`src/rtl/rep_pkg.sv`:
```
package rep_pkg;
    localparam int LC_W  = 13;
    localparam int IMM_W = 6;
    localparam int BUS_W = 16;

    typedef enum logic [0:0] {ST_IDLE = 1'b0, ST_RUN = 1'b1} rep_state_e;

    typedef struct packed {
        logic             use_bus;
        logic [IMM_W-1:0] imm;
        logic [BUS_W-1:0] bus;
        logic             ext_used;
        logic             ext_neg;
    } cnt_src_t;

    // Clamp an extended accumulator to the largest positive or negative bus word.
    function automatic logic [BUS_W-1:0] limit_word(input logic [BUS_W-1:0] w,
                                                    input logic ext_used,
                                                    input logic ext_neg);
        logic [BUS_W-1:0] r;
        if (!ext_used)   r = w;
        else if (ext_neg) r = {1'b1, {(BUS_W-1){1'b0}}};
        else              r = {1'b0, {(BUS_W-1){1'b1}}};
        return r;
    endfunction
endpackage

```
`src/rtl/rep_count_sel.sv`:
```
module rep_count_sel
    import rep_pkg::*;
(
    input  cnt_src_t        src_i,
    output logic [LC_W-1:0] cnt_o
);
    logic [BUS_W-1:0] lim_w;

    always_comb begin
        lim_w = limit_word(src_i.bus, src_i.ext_used, src_i.ext_neg);
        if (src_i.use_bus) cnt_o = lim_w[LC_W-1:0];
        else               cnt_o = {{(LC_W-IMM_W){1'b0}}, src_i.imm};
    end

    always_comb begin
        if (!src_i.use_bus)
            assert_imm_upper_clear_R1: assert (cnt_o[LC_W-1:IMM_W] == '0);
        if (src_i.use_bus && src_i.ext_used && src_i.ext_neg)
            assert_neg_limit_zero_R3: assert (cnt_o == '0);
        if (src_i.use_bus && src_i.ext_used && !src_i.ext_neg)
            assert_pos_limit_max_R3: assert (&cnt_o);
    end
endmodule

```
`src/rtl/rep_seq.sv`:
```
module rep_seq
    import rep_pkg::*;
(
    input  logic            clk,
    input  logic            rst,
    input  logic            start_i,
    input  logic [LC_W-1:0] cnt_i,
    input  logic            bad_i,
    input  logic            wr_i,
    input  logic [LC_W-1:0] wdata_i,
    output logic            run_o,
    output logic            err_o,
    output logic [LC_W-1:0] lc_o
);
    localparam logic [LC_W-1:0] ONE = LC_W'(1);

    rep_state_e      state_q;
    logic [LC_W-1:0] lc_q;
    logic [LC_W-1:0] save_q;
    logic            err_q;

    always_ff @(posedge clk) begin
        if (rst) begin
            state_q <= ST_IDLE;
            lc_q    <= '0;
            save_q  <= '0;
            err_q   <= 1'b0;
        end else begin
            case (state_q)
                ST_IDLE: begin
                    if (start_i) begin
                        save_q <= lc_q;
                        err_q  <= bad_i;
                        if (!bad_i && cnt_i != '0) begin
                            lc_q    <= cnt_i;
                            state_q <= ST_RUN;
                        end
                    end else if (wr_i) begin
                        lc_q <= wdata_i;
                    end
                end
                ST_RUN: begin
                    if (lc_q <= ONE) begin
                        lc_q    <= save_q;
                        state_q <= ST_IDLE;
                    end else begin
                        lc_q <= lc_q - ONE;
                    end
                end
                default: state_q <= ST_IDLE;
            endcase
        end
    end

    assign run_o = (state_q == ST_RUN);
    assign err_o = err_q;
    assign lc_o  = lc_q;

    assert_decrement_R4: assert property (@(posedge clk) disable iff (rst)
        (run_o && lc_q > ONE) |=> (run_o && lc_q == $past(lc_q) - ONE));
    assert_restart_ignored_R8: assert property (@(posedge clk) disable iff (rst)
        (run_o && start_i && lc_q > ONE) |=> (lc_q == $past(lc_q) - ONE));
    assert_zero_skip_R6: assert property (@(posedge clk) disable iff (rst)
        (!run_o && start_i && !bad_i && cnt_i == '0) |=> (!run_o && $stable(lc_q)));
    assert_bad_flag_R9: assert property (@(posedge clk) disable iff (rst)
        (!run_o && start_i && bad_i) |=> (err_o && !run_o && $stable(lc_q)));
    assert_write_ignored_R10: assert property (@(posedge clk) disable iff (rst)
        (run_o && wr_i && lc_q > ONE) |=> (lc_q == $past(lc_q) - ONE));
endmodule

```
`src/rtl/rep_ctrl.sv`:
```
module rep_ctrl
    import rep_pkg::*;
(
    input  logic             clk,
    input  logic             rst,
    input  logic             start_i,
    input  logic             src_bus_i,
    input  logic [IMM_W-1:0] imm_i,
    input  logic [BUS_W-1:0] bus_i,
    input  logic             ext_used_i,
    input  logic             ext_neg_i,
    input  logic             follower_bad_i,
    input  logic             lc_wr_i,
    input  logic [LC_W-1:0]  lc_wdata_i,
    output logic             busy_o,
    output logic             hold_fetch_o,
    output logic             exec_en_o,
    output logic             irq_mask_o,
    output logic             err_o,
    output logic [LC_W-1:0]  lc_o
);
    cnt_src_t        src;
    logic [LC_W-1:0] cnt;
    logic            run;

    assign src = '{use_bus: src_bus_i, imm: imm_i, bus: bus_i,
                   ext_used: ext_used_i, ext_neg: ext_neg_i};

    rep_count_sel u_count_sel (
        .src_i (src),
        .cnt_o (cnt)
    );

    rep_seq u_seq (
        .clk     (clk),
        .rst     (rst),
        .start_i (start_i),
        .cnt_i   (cnt),
        .bad_i   (follower_bad_i),
        .wr_i    (lc_wr_i),
        .wdata_i (lc_wdata_i),
        .run_o   (run),
        .err_o   (err_o),
        .lc_o    (lc_o)
    );

    assign busy_o       = run;
    assign hold_fetch_o = run;
    assign exec_en_o    = run;
    assign irq_mask_o   = run;

    assert_exec_masked_R5: assert property (@(posedge clk) disable iff (rst)
        exec_en_o |-> (hold_fetch_o && irq_mask_o && busy_o));
    assert_exec_count_nonzero_R4: assert property (@(posedge clk) disable iff (rst)
        exec_en_o |-> (lc_o != '0));
endmodule

```
`config.mk`:
```
export PLATFORM = sky130hd
export DESIGN_NAME = rep_ctrl
export DESIGN_NICKNAME = d
export VERILOG_FILES = /design/src/rtl/rep_pkg.sv /design/src/rtl/rep_count_sel.sv /design/src/rtl/rep_seq.sv /design/src/rtl/rep_ctrl.sv
export SDC_FILE = /design/constraint.sdc
export NUM_CORES = 1
export LEC_CHECK = 0
export ABC_AREA = 0
export BUFFER_PORTS_ARGS = -buffer_cell sky130_fd_sc_hd__buf_2
export CORE_ASPECT_RATIO = 0.8
export CORE_UTILIZATION = 40
export DETAILED_ROUTE_END_ITERATION = 8
export PLACE_DENSITY_LB_ADDON = 0.3
export RECOVER_POWER = 25
export SLEW_MARGIN = 20
export SYNTH_ARGS = -nofsm -noshare
export SYNTH_HDL_FRONTEND = slang
export SYNTH_SLANG_ARGS = --single-unit
```
`constraint.sdc`:
```
create_clock -name clk -period 2.4 [get_ports clk]
set_clock_uncertainty 0.2 [all_clocks]
set_input_delay 0.48 -clock clk [delete_from_list [all_inputs] [get_ports clk]]
set_output_delay 0.48 -clock clk [all_outputs]
set_load 0.02 [all_outputs]
```
==> flow_metrics.tcl <==
set metrics [dict create \
    outcome "finished, final reports clean" \
    dp_slack_ns -0.0518 \
    finalCriticalPeriod_ns 2.16 \
    dp.final_hpwl_mm 4.05 \
    cp-end-kind "flip-flop" \
    fp.dieW_um 79.6 \
    crit_chain "buf_2 > or4_1 > o41ai_2 > o211a_1 > a21oi_2 > buf_4 > nor2_1 > a211oi_2" \
    die_h_um 64.1 \
    grt_pass1_vias 1873 \
    drt_drc_violations_left 0 \
    clock_path_buffers 2 \
    worstMarginPinSlew_ns 0.500 \
    synth-warning-count 0 \
    crit_arrival_ns 2.11 \
    num_vias 2035 \
    port_buffers 57 \
    syn_area_um2 1930 \
    first_iter_violations 154 \
    setup_slack_ns 0.242 \
    ys_top_cells_by_count "42 x nand2_1, 39 x a21oi_1, 34 x nor2_1" \
    synth_top_flop_cell "dfxtp_1" \
    n_fill_cell 454 \
    postRouteAntennaNets 0 \
    synth_top_cell_by_area "dfxtp_1" \
    rsz0062_at_grt "no" \
    synth_cell_types 41 \
    ys_ff_latch 28 \
    cts_setup_buffers 0 \
    crit_buf_inv 2 \
    antenna_cells 0 \
    grt_overflow 0 \
    final_util_pct 52.6 \
    cp_data_required_time_ns 2.35 \
    htree_levels 1 \
    final_cells 385 \
    worstSetupPathType "primary input to flip-flop" \
    synth.most_common_cell "nand2_1" \
    period_share_pct 89.9 \
    detail_route.vias_per_cell 5.29 \
    wl_per_cell_um 13.5 \
    dp.cells 381 \
    ios 61 \
    relSlewSlack_pct 66.7 \
    die_area_um2 5100 \
    core_area_um2 4600 \
    synth_top_area_share_pct 29.1 \
    place_congestion 0.844 \
    pwr_density_cell_nw_per_um2 587 \
    root_buffer "clkbuf_8" \
    cp_top_family "compound AO/OA/AOI/OAI gates" \
    synth_area_leaders "dfxtp_1 29%, a21oi_1 10%, nand2_1 8.2%" \
    avgSynthCellArea_um2 7.38 \
    clk_pin_slew_ns 0.09 \
    seq_area_um2 561 \
    async_flop_share_pct 0 \
    nets 371 \
    maxCapViolations 0 \
    start_kind "primary input" \
    areaGrowthSynthToFinish_pct 25.5 \
    critPathSlowestCell "or4_1" \
    ys_seq_area_share_pct 29.1 \
    ir_worst_vdd_uv 414 \
    clkSinkCount 28 \
    track_usage_pct 22.0 \
    multi_input_area_um2 1240 \
    max_stage_delay_ns 0.53 \
    ctsHoldBuffers 0 \
    cts_tree "yes" \
    timing.hold.ws_ns 0.259 \
    grt_pass1_wl_mm 8.78 \
    timing_hold_violations_final 0 \
    synth_cells 261 \
    cts_resized 0 \
    synth_enable_flop_cells 0 \
    rows 22 \
    setup-violations-final 0 \
    layout-drive-gt1-share_pct 30.5 \
    p_leak_nw 1.03 \
    drv_slew 0 \
    max_freq_mhz 463 \
    antenna_found_initial 0 \
    start_util_pct 41.9 \
    routed_wl_mm 5.19 \
    grt_max_degree 24 \
    synthesis.nets 306 \
    cts_buffers 3 \
    worstPathMaxFanout 4 \
    min_path_type "flip-flop to flip-flop" \
    clock_latency_ns 0.28 \
    drt-pass1-iter-count 4 \
]
placed cells by master (no fill, tap or decap), drive strengths merged:
| master | instances |
|---|---|
| a211o | 1 |
| a211oi | 15 |
| a21boi | 1 |
| a21o | 2 |
| a21oi | 40 |
| a311oi | 2 |
| a31oi | 5 |
| and4bb | 1 |
| buf | 77 |
| clkbuf | 7 |
| clkinv | 1 |
| dfxtp | 28 |
| ha | 2 |
| inv | 4 |
| mux2i | 1 |
| nand2 | 42 |
| nand2b | 7 |
| nand3 | 3 |
| nand3b | 1 |
| nand4 | 1 |
| nand4b | 2 |
| nor2 | 34 |
| nor2b | 3 |
| nor3 | 8 |
| nor3b | 1 |
| nor4 | 2 |
| o211a | 2 |
| o211ai | 10 |
| o21ai | 4 |
| o21bai | 1 |
| o41ai | 1 |
| or2 | 3 |
| or4 | 2 |
| xnor2 | 3 |
| xor2 | 8 |
metal layers:
metal,track usage (%),wire [um]
met1,31.1,2590
met2,35.4,2300
met3,3.86,254
met4,3.41,54
met5,0,0
worst paths after layout:
kind | start | endpoint | slack, ns | cells past startpoint
max | bus_i[10] | u_seq.lc_o[2] | 0.24 | 8
max reg2reg | u_seq.lc_o[7] | u_seq.lc_o[2] | 0.27 | 6
min reg2reg | u_seq.save_q[0] | u_seq.save_q[0] | 0.26 | 2
min | u_seq.save_q[0] | u_seq.save_q[0] | 0.26 | 2
worst min-delay path: stages (launching register included):
cell and delay [ns]:
dfxtp_1 0.32, nand2_1 0.05, a21oi_1 0.05
where the power goes:
| part | internal (mW) | switching, mW |
|---|---|---|
| sequential | 0.508 | 0.0572 |
| combinational | 0.243 | 0.319 |
| clock | 0.147 | 0.145 |
registers in the layout, indices dropped and copies added, names as in the netlist:
name          flops
u_seq.err_o       1
u_seq.lc_o       13
u_seq.run_o       1
u_seq.save_q     13
cell type report:
type,instances,share of cell area [%]
Multi-Input combinational cell,208,51.4
Sequential cell,28,23.2
Timing Repair Buffer,80,19.2
Tap cell,60,3.11
Clock buffer,4,2.28
Inverter,5,0.776
metrics by stage:
step	total power, mW	cell area [um^2]	setup TNS, ns
floorplan	0.947	1930	0
global placement	1.13	2370	-0.279
detailed placement	1.14	2370	-0.271
CTS	1.43	2420	0
global route	1.52	2420	0
finish	1.42	2420	0
kinds of logic after synthesis:
logic type	Yosys count	synth area share [%]
fa+ha+maj	2	1.30
flops	28	29.1
compound gates	84	30.3
buf+inv	25	6.36
xor+xnor	11	5.00
simple gates	110	27.4
mux	1	0.520
(Power assumes the default switching activity.)
